## config.mk

```make
export PLATFORM = sky130hd
export DESIGN_NAME = rd_out_stage
export DESIGN_NICKNAME = d
export VERILOG_FILES = /design/src/rtl/rdo_pkg.sv /design/src/rtl/rdo_cmd_pipe.sv /design/src/rtl/rdo_data_reg.sv /design/src/rtl/rdo_bus_drive.sv /design/src/rtl/rd_out_stage.sv
export SDC_FILE = /design/constraint.sdc
export NUM_CORES = 1
export LEC_CHECK = 0
export ABC_AREA = 1
export BUFFER_PORTS_ARGS = -buffer_cell sky130_fd_sc_hd__clkbuf_2
export CORE_MARGIN = 8
export CORE_UTILIZATION = 52
export CTS_CLUSTER_DIAMETER = 150
export DETAILED_ROUTE_END_ITERATION = 10
export PLACE_DENSITY = 0.81
export SKIP_LAST_GASP = 1
export SLEW_MARGIN = 25
export SYNTH_ARGS = -nofsm -noshare
export SYNTH_HDL_FRONTEND = slang
export SYNTH_HIERARCHICAL = 1
export SYNTH_SLANG_ARGS = --single-unit
export TNS_END_PERCENT = 1
```

## constraint.sdc

```tcl
create_clock -name clk -period 1.3 [get_ports clk]
set_input_delay 0.13 -clock clk [delete_from_list [all_inputs] [get_ports clk]]
set_output_delay 0.13 -clock clk [all_outputs]
set_load 0.02 [all_outputs]
```

## src/rtl/rdo_pkg.sv

```systemverilog
package rdo_pkg;
   typedef enum logic [1:0] {
      CMD_IDLE  = 2'b00,
      CMD_READ  = 2'b01,
      CMD_WRITE = 2'b10,
      CMD_DESEL = 2'b11
   } rdo_cmd_t;
endpackage

```

## src/rtl/rdo_cmd_pipe.sv

```systemverilog
module rdo_cmd_pipe
   import rdo_pkg::*;
(
   input  logic     clk,
   input  logic     rst_n,
   input  logic     sleep,
   input  rdo_cmd_t cmd_in,
   output rdo_cmd_t slot1,
   output rdo_cmd_t slot2
);
   // Two command slots; sleep flushes both so no in-flight read survives.
   always_ff @(posedge clk or negedge rst_n) begin
      if (!rst_n) begin
         slot1 <= CMD_IDLE;
         slot2 <= CMD_IDLE;
      end else if (sleep) begin
         slot1 <= CMD_IDLE;
         slot2 <= CMD_IDLE;
      end else begin
         slot1 <= cmd_in;
         slot2 <= slot1;
      end
   end

   // the second slot always carries what the first held one edge earlier
   assert_slot_shift_R4: assert property (@(posedge clk) disable iff (!rst_n)
      !sleep |=> (slot2 == $past(slot1)));
endmodule

```

## src/rtl/rdo_data_reg.sv

```systemverilog
module rdo_data_reg #(
   parameter int DATA_W = 36
) (
   input  logic              clk,
   input  logic              rst_n,
   input  logic              load,
   input  logic [DATA_W-1:0] d_in,
   output logic [DATA_W-1:0] q_out
);
   if (DATA_W < 1) begin : g_bad_width
      $error("rdo_data_reg: DATA_W must be at least 1");
   end

   always_ff @(posedge clk or negedge rst_n) begin
      if (!rst_n)    q_out <= '0;
      else if (load) q_out <= d_in;
   end

   // a load edge leaves the captured word in the register
   assert_reg_capture_R3: assert property (@(posedge clk) disable iff (!rst_n)
      load |=> (q_out == $past(d_in)));
endmodule

```

## src/rtl/rdo_bus_drive.sv

```systemverilog
module rdo_bus_drive #(
   parameter int DATA_W = 36
) (
   input  logic              mode_pipe,
   input  logic              slot1_rd,
   input  logic              slot2_rd,
   input  logic [DATA_W-1:0] flow_data,
   input  logic [DATA_W-1:0] reg_data,
   input  logic              oe_n,
   input  logic              sleep,
   output logic [DATA_W-1:0] dq_out,
   output logic              dq_oe
);
   logic              sched_on;
   logic [DATA_W-1:0] sel_data;

   always_comb begin
      sched_on = mode_pipe ? slot2_rd : slot1_rd;
      sel_data = mode_pipe ? reg_data : flow_data;
      dq_oe    = sched_on && !oe_n && !sleep;
      dq_out   = dq_oe ? sel_data : '0;
   end

   // an undriven bus carries zeros
   always_comb begin
      assert_idle_zero_R9: assert (dq_oe || (dq_out == '0));
   end
endmodule

```

## src/rtl/rd_out_stage.sv

```systemverilog
module rd_out_stage
   import rdo_pkg::*;
#(
   parameter int DATA_W = 36
) (
   input  logic              clk,
   input  logic              rst_n,
   input  logic              mode_pipe,
   input  logic [1:0]        cmd,
   input  logic [DATA_W-1:0] rd_data,
   input  logic              oe_n,
   input  logic              sleep,
   output logic [DATA_W-1:0] dq_out,
   output logic              dq_oe
);
   if (DATA_W < 1) begin : g_bad_width
      $error("rd_out_stage: DATA_W must be at least 1");
   end

   rdo_cmd_t          slot1, slot2;
   logic [DATA_W-1:0] reg_data;

   rdo_cmd_pipe u_cmd (
      .clk    (clk),
      .rst_n  (rst_n),
      .sleep  (sleep),
      .cmd_in (rdo_cmd_t'(cmd)),
      .slot1  (slot1),
      .slot2  (slot2)
   );

   rdo_data_reg #(.DATA_W(DATA_W)) u_dreg (
      .clk   (clk),
      .rst_n (rst_n),
      .load  (slot1 == CMD_READ && !sleep),
      .d_in  (rd_data),
      .q_out (reg_data)
   );

   rdo_bus_drive #(.DATA_W(DATA_W)) u_drv (
      .mode_pipe (mode_pipe),
      .slot1_rd  (slot1 == CMD_READ),
      .slot2_rd  (slot2 == CMD_READ),
      .flow_data (rd_data),
      .reg_data  (reg_data),
      .oe_n      (oe_n),
      .sleep     (sleep),
      .dq_out    (dq_out),
      .dq_oe     (dq_oe)
   );

   // flow-through read drives the live array word one cycle on
   assert_flow_latency_R2: assert property (@(posedge clk) disable iff (!rst_n)
      (!mode_pipe && cmd == 2'b01 && !sleep) ##1 (!mode_pipe && !sleep && !oe_n)
      |-> (dq_oe && dq_out == rd_data));

   // pipelined read drives two cycles on
   assert_pipe_latency_R3: assert property (@(posedge clk) disable iff (!rst_n)
      (mode_pipe && cmd == 2'b01 && !sleep) ##1 (mode_pipe && !sleep)
      ##1 (mode_pipe && !sleep && !oe_n) |-> dq_oe);

   // a pipelined deselect turns the bus off after the second edge
   assert_desel_off_R4: assert property (@(posedge clk) disable iff (!rst_n)
      (mode_pipe && cmd == 2'b11) ##1 mode_pipe ##1 mode_pipe |-> !dq_oe);

   // a write slot never drives the bus, in either mode
   assert_write_off_pipe_R5: assert property (@(posedge clk) disable iff (!rst_n)
      (mode_pipe && cmd == 2'b10) ##1 mode_pipe ##1 mode_pipe |-> !dq_oe);
   assert_write_off_flow_R5: assert property (@(posedge clk) disable iff (!rst_n)
      (!mode_pipe && cmd == 2'b10) ##1 !mode_pipe |-> !dq_oe);

   // asynchronous gates win over the schedule
   assert_gate_off_R7: assert property (@(posedge clk) disable iff (!rst_n)
      (oe_n || sleep) |-> (!dq_oe && dq_out == '0));
endmodule

```

-- Yosys cells after proc, flatten, opt, wreduce, memory -nomap -nowiden
Cells that the tools add are included.
- mux-type cells: 5
- eq/ne operators: 2
- reduce and logical (&&, ||, !) cells: 5
- operators by type and width (operator ; number):
    two-way mux 36 bit ; 2
    equality test 2 x 1 -> 1 bit, second input constant ; 2
    two-way mux 2 bit ; 2
    logical AND 1 bit ; 3
    logical NOT 1 bit ; 2
    two-way mux 1 bit ; 1
- input bits: 43
- register bits after elaboration: 40
- output and inout port bits: 37
- logic and storage cells: 15

-- Longest topological paths before layout
Gate-level depths: netlist (run 1).
- word-level depth: 5
- gate-level depth with buffers: 8
- gate-level depth less buffers: 7

-- Hierarchy
The synthesis (run 1) kept the hierarchy.
- by module, submodules not included (module ; area each (um^2) ; sequential area each (um^2) ; cells each ; instances):
    rdo_data_reg ; 1418.9 ; 900.9 ; 152 ; 1
    rdo_bus_drive ; 1019.7 ; 0.0 ; 235 ; 1
    rdo_cmd_pipe ; 130.1 ; 100.1 ; 12 ; 1
    rd_out_stage ; 27.5 ; 0.0 ; 6 ; 1

-- Worst setup path after synthesis (run 1)
OpenSTA, ideal clock, no wires.
- path type: reg-to-output
- from: reg u_cmd.slot1[1]
- to: out dq_out[10]
- buffers on the path: 1
- data arrival time: 1.105 ns
- stages on the path, launching flop included: 9
- data required time: 1.170 ns
- setup slack: 0.065 ns
- cells stage by stage: dfrtp_1 > inv_1 > nand2_2 > inv_1 > inv_1 > nand2_1 > nand3_4 > buf_6 > nor2_2
- longest elaborated chain between the ends: 5
- RTL lines (what ; RTL line ; source):
    start: declaration ; rdo_cmd_pipe.sv:8 ; output rdo_cmd_t slot1,
    start signal: assignment ; rdo_cmd_pipe.sv:20 ; slot1 <= cmd_in;
    equality test 2 x 1 -> 1 bit ; rd_out_stage.sv:42 ; .slot1_rd (slot1 == CMD_READ),
    two-way mux 1 bit ; rdo_bus_drive.sv:18 ; sched_on = mode_pipe ? slot2_rd : slot1_rd;
    logical AND 1 bit (2 in a row) ; rdo_bus_drive.sv:20 ; dq_oe = sched_on && !oe_n && !sleep;
    two-way mux 36 bit ; rdo_bus_drive.sv:21 ; dq_out = dq_oe ? sel_data : '0;
    end: declaration ; rd_out_stage.sv:13 ; output logic [DATA_W-1:0] dq_out,
No other way between the ends.

-- Final worst setup path (run 1)
- from: reg u_cmd.slot1[1]
- to: out dq_out[0]
The elaborated chain is that of the path after synthesis.

==> results of run 1 <==
-- synth_stat cells --
cell,count
buf_12,1
dfrtp_1,40
inv_8,1
nor2_1,85
buf_4,7
inv_1,83
nand2_2,12
nor2_2,30
buf_2,3
nand3_4,1
buf_6,7
nand2_1,135
-- worst max-delay path, stage by stage, from the launching register on --
cell and delay, ns:
dfrtp_1 0.38, inv_1 0.06, nand2_2 0.05, inv_1 0.05
inv_1 0.03, nand2_1 0.09, nand3_4 0.11, buf_12 0.18
nor2_1 0.11, clkbuf_4 0.18
-- power breakdown --
| group | internal (mW) | leakage [nW] | switching (mW) |
|---|---|---|---|
| combinational | 0.306 | 1.56 | 0.451 |
| sequential | 1.46 | 0.502 | 0.116 |
| clock | 0.432 | 0.0455 | 0.400 |
-- layout make-up --
type / count / area share
Multi-Input combinational cell: 263 / 0.351
Sequential cell: 40 / 0.316
Timing Repair Buffer: 91 / 0.176
Inverter: 84 / 0.102
Clock buffer: 8 / 0.0285
Tap cell: 67 / 0.0265
-- sequential cells by signal, summed over array words and instances, names as in the netlist --
signal	count
u_cmd/slot2	2
u_dreg/q_out	36
u_cmd/slot1	2
-- per-layer routing --
layer / routed length (um) / GRT usage
met1: 2570 / 0.183
met3: 416 / 0.0567
met2: 2780 / 0.288
met4: 78 / 0.0485
met5: 0 / 0
-- placed cells by master, fill, tap and decap left out, drive strengths merged --
master	count
inv	84
nand2	147
clkbuf	85
nand3	1
nor2	115
buf	13
dfrtp	40
dlygate4sd3	1
-- cell families after synthesis --
logic type	Yosys count	share of synthesized area
and+or+nand+nor	263	0.426
DFF	40	0.386
buffers and inverters	102	0.188
-- worst max-delay path by stage --
stage,from,depth (start not counted),to,slack (ns)
floorplan,u_cmd/slot1[1],8,dq_out[10],0.07
global placement,u_cmd/slot1[1],9,dq_out[25],0.01
detailed placement,u_cmd/slot1[1],9,dq_out[0],-0.07
CTS,u_cmd/slot1[1],9,dq_out[0],-0.40
global route,u_cmd/slot1[1],9,dq_out[0],-0.48
finish,u_cmd/slot1[1],9,dq_out[0],-0.37
-- repair_timing --
item	CTS	global route
hold endpoints to repair	40	0
endpoints found under the setup margin	37	69
gates resized for setup	1	3
hold buffers	1	0
buffers inserted	0	0
==> out/qor.yml, run 1 <==
setup_path:
  regToRegStartpoint: "u_cmd/slot1[1]"
  cp_max_fo: 19
  r2r_slack_ns: 0.04
  rr_worst_depth: 7
  cp-end-kind: "output port"
  r2r_end: "u_dreg/q_out[17]"
  required_ns: 1.17
  crit_type: "flop to output port"
  cp-start-kind: "flop"
  worstPathArrival_ns: 1.54
yosys:
  syn-cell-area_um2: 2600
  yosysWarnings: 6
  syn_nets: 448
  ys_seq_area_frac: 0.386
  avgSynthCellArea_um2: 6.41
  yosys.area.top_type: "dfrtp_1"
  ys_ff_latch: 40
  synth_top_area_share: 0.386
  synth_area_leaders: "dfrtp_1 39%, nand2_1 20%, nor2_1 12%"
  synth.distinct_cells: 12
  postSynthCellCount: 405
drt:
  drt_pass1_iterations: 4
  viasPerCell: 4.40
  drtIter0Drc: 167
  wl_per_cell_um: 10.6
  vias: 2434
  routed_wl_mm: 5.85
  drc_errors: 0
  final_antenna_net_count: 0
finish:
  fin_nets: 528
  area.sequential_um2: 1000
  diodes: 0
  fillers: 435
  multi_input_area_um2: 1110
  utilization: 0.661
  area_delta_synth_final_pct: 21.9
  layout.cells.non_filler: 553
  finish.instance_area_um2: 3160
  drive_gt1_frac: 0.288
global_routing:
  grt_antenna_before_repair: 0
  grt_overflow: 0
  grt_usage: 0.165
  grt_max_degree: 41
  grt_pass1_wl_mm: 10.1
  grt_pass1_vias: 2375
timing:
  period_minus_slack_ns: 1.67
  relSlewSlack: 0.668
  whs_ns: 0.0250
  skew_ns: 0.00225
  max_freq_ghz: 0.600
  worstMarginPinSlew_ns: 0.498
  rsz0062_at_grt: "true"
  hold_violations: 0
  finalSetupTns_ns: -12.22
  setup_slack_ns: -0.368
  post-route-period-util: 1.28
  maxSlewViolCount: 0
  setup_viol: 37
pwr:
  power_mw: 3.16
  ir_drop_mv: 0.833
  p_per_area_nw_per_um2: 999
  p_leak_nw: 2.10
place:
  place_ws_ns: -0.0700
  io_buffers: 79
  placed_area_um2: 3060
  dp_cells: 544
  gp_congestion: 0.735
  hpwl_mm: 4.36
clock_tree:
  ctsHtreeMaxLevel: 2
  clk_pin_slew_ns: 0.07
  clockBufferDepth: 2
  cts_buffers: 5
  insertion_delay_ns: 0.29
  cts-root-buf: "clkbuf_8"
  cts_tree: "built"
  cts.sinks: 40
floorplanning:
  rows: 25
  initial_core_util: 0.542
  die_w_um: 86.7
  dieArea_um2: 7510
  die_h_um: 86.7
  core-area_um2: 4790
  boundaryPins: 80
hold_path:
  holdPathEnd: "u_cmd/slot1[1]"
  hold_start: "cmd[1]"
  holdPathStages: 3
  hp-class: "primary input to flop"
outcome:
  violations: "negative setup slack"
  outcome: "finished, violations left"
flow_run:
  cap_violations: 0
No activity file was read; power rests on OpenSTA's default activity.
==> run 2, diff against run 1 <==
- BUFFER_PORTS_ARGS: -buffer_cell sky130_fd_sc_hd__clkbuf_2 -> -buffer_cell sky130_fd_sc_hd__buf_2
==> run 2 against run 1 <==
  * The flow still finishes with violations (negative setup slack)
  * Critical path depth unchanged
  * Total power up 1.8%
  * Clock skew down 0.00059 ns
  * Worst hold slack better by 0.014 ns
  * Flip-flop and latch count unchanged
  * Clock power up 6.5%
  * Maximum frequency up 3.0%
  * Final area up 0.83%
  * Utilization up 0.55 points
  * Register-to-register slack better by 0.02 ns
  * Via count down 1.5%
  * Sequential power about the same
  * Largest power group unchanged
  * Highest routed layer unchanged
==> out/qor.yml, run 2 (synthesis results as in run 1) <==
outcome:
  outcome: "finished, violations left"
  violations: "negative setup slack"
place:
  hpwl_mm: 4.35  # -0.13%
  io_buffers: 79  # unchanged
  place_ws_ns: -0.0499  # +0.0201 ns
  gp_congestion: 0.736  # +0.12%
  dp_cells: 545  # +0.18%
setup_path:
  crit_type: "flop to output port"
  required_ns: 1.17  # about the same
  cp_common_cell: "inv_1"
  critPathTopFamily: "buffers and inverters"
  cp-start-kind: "flop"
  cp-end-kind: "output port"
  cp_num_buf_inv: 5  # unchanged
  worstPathArrival_ns: 1.49  # -0.05 ns
  max_stage_delay_ns: 0.37  # about the same
  cp_max_fo: 17  # -2
  critical-path-slowest-cell: "dfrtp_1"
  crit_chain: "inv_1 -> nand2_2 -> inv_1 -> inv_1 -> nand2_1 -> nand3_4 -> buf_12 -> nor2_2 -> buf_2"
finish:
  area.sequential_um2: 1000  # unchanged
  layout.cells.non_filler: 553  # unchanged
  diodes: 0  # unchanged
  reg_top3: "u_dreg/q_out: 36 flops, u_cmd/slot1: 2 flops, u_cmd/slot2: 2 flops"
  fillers: 412  # -5.3%
  layout_common_cells: "135 x nand2_1, 83 x inv_1, 83 x nor2_1, 74 x buf_2, 40 x dfrtp_1"
  fin_nets: 529  # +0.19%
  area_delta_synth_final_pct: 22.9
  drive_gt1_frac: 0.296  # +0.00823
  largest_register: "u_dreg/q_out"
  final_common_cell: "nand2_1"
  utilization: 0.667  # +0.00549
  multi_input_area_um2: 1120  # +0.45%
  largest_register_ffs: 36  # unchanged
pwr:
  p_leak_nw: 2.14  # +1.5%
  p_per_area_nw_per_um2: 1010  # +0.93%
  ir_drop_mv: 0.733  # -12%
timing:
  post-route-period-util: 1.25  # -0.0376
  maxSlewViolCount: 0  # unchanged
  rsz0062_at_grt: "true"
  setup_viol: 37  # unchanged
  worstMarginPinSlew_ns: 0.459  # -0.0385 ns
  skew_ns: 0.00166  # -0.000592 ns
  setup_slack_ns: -0.319  # +0.0489 ns
  max_freq_ghz: 0.618  # +3.0%
  period_minus_slack_ns: 1.62  # -0.0489 ns
  hold_violations: 0  # unchanged
  finalSetupTns_ns: -11.06  # +1.16 ns
  relSlewSlack: 0.694  # +0.0257
  whs_ns: 0.0391  # +0.0141 ns
flow_run:
  cap_violations: 0  # unchanged
clock_tree:
  ctsHtreeMaxLevel: 2  # unchanged
  clockBufferDepth: 2  # unchanged
  cts_buffers: 5  # unchanged
  insertion_delay_ns: 0.29  # about the same
  cts.sinks: 40  # unchanged
  cts-root-buf: "clkbuf_8"
  clk_pin_slew_ns: 0.07  # about the same
  cts_tree: "built"
floorplanning:
  initial_core_util: 0.542  # unchanged
  core-area_um2: 4790  # unchanged
  rows: 25  # unchanged
  die_h_um: 86.7  # unchanged
  die_w_um: 86.7  # unchanged
  boundaryPins: 80  # unchanged
  dieArea_um2: 7510  # unchanged
drt:
  drt_pass1_iterations: 4  # unchanged
  viasPerCell: 4.34  # -1.5%
  drtIter0Drc: 141  # -16%
  wl_per_cell_um: 10.4  # -1.7%
  routed_wl_mm: 5.75  # -1.7%
  drc_errors: 0  # unchanged
  final_antenna_net_count: 0  # unchanged
  vias: 2398  # -1.5%
global_routing:
  grt_pass1_wl_mm: 10.3  # +2.5%
  grt_max_degree: 37  # -9.8%
  grt_pass1_vias: 2402  # +1.1%
  grt_antenna_before_repair: 0  # unchanged
  grt_usage: 0.167  # +0.00251
  grt_overflow: 0  # unchanged
hold_path:
  hp-class: "primary input to flop"
## run 2: cell types whose count changed in the layout (fill, tap and decap cells not counted)
cell,change
buf_4,+5
clkbuf_8,+1
nor2_2,+2
clkbuf_2,-76
clkbuf_1,-2
clkbuf_4,-1
nor2_1,-2
buf_2,+73
## run 2: power breakdown
| part | leakage [nW] | switching (mW) | internal (mW) | total [mW] |
|---|---|---|---|---|
| Combinational | 1.58 | 0.451 | 0.311 | 0.761 |
| Clock | 0.0503 | 0.414 | 0.472 | 0.886 |
| Sequential | 0.502 | 0.114 | 1.45 | 1.57 |
| Total | 2.14 | 0.979 | 2.24 | 3.22 |
## run 2: worst min-delay path: cells and delay by family
kind,cells,cell delay (ns)
buffers and inverters,2,0.13
and+or+nand+nor,1,0.03
## run 2: cell type report
class,instances,share of cell area
clock buffer,7,0.0302
multi-input combinational,263,0.350
inverter,84,0.101
sequential,40,0.314
timing repair buffer,92,0.179
tap,67,0.0263
## run 2: layer usage
layer | track usage | vias up | routed length [um]
met5 | 0 | - | 0
met4 | 0.0438 | 0 | 47
met3 | 0.0586 | 3 | 394
met2 | 0.291 | 60 | 2720
met1 | 0.188 | 1055 | 2580
li1 | - | 1280 | -
## run 2: final timing paths
check / from / endpoint / slack [ns] / cells past startpoint
hold reg to reg: u_dreg/q_out[14] / u_dreg/q_out[14] / 0.47 / 2
min in group asynchronous: rst_n / u_dreg/q_out[32] / 0.31 / 2
max in group asynchronous: rst_n / u_dreg/q_out[13] / 0.52 / 3
setup reg to reg: u_cmd/slot1[1] / u_dreg/q_out[35] / 0.06 / 7
setup / recovery: u_cmd/slot1[1] / dq_out[31] / -0.32 / 9
hold / removal: cmd[0] / u_cmd/slot1[0] / 0.04 / 3
## run 2: timing repair
action / 4_1_cts / 5_1_grt
endpoints found under the setup margin: 37 / 43
hold buffers: 1 / 0
buffers inserted: 0 / 0
endpoints found under the hold margin: 18 / 0
resized for setup: 1 / 6
## run 2: through the flow
stage                     instance area, um2  total power, mW
after CTS                               3180             3.25
after global placement                  3070             2.32
final                                   3190             3.22
after global routing                    3190             3.44
after floorplan                         2600             2.12
after detailed placement                3070             2.35
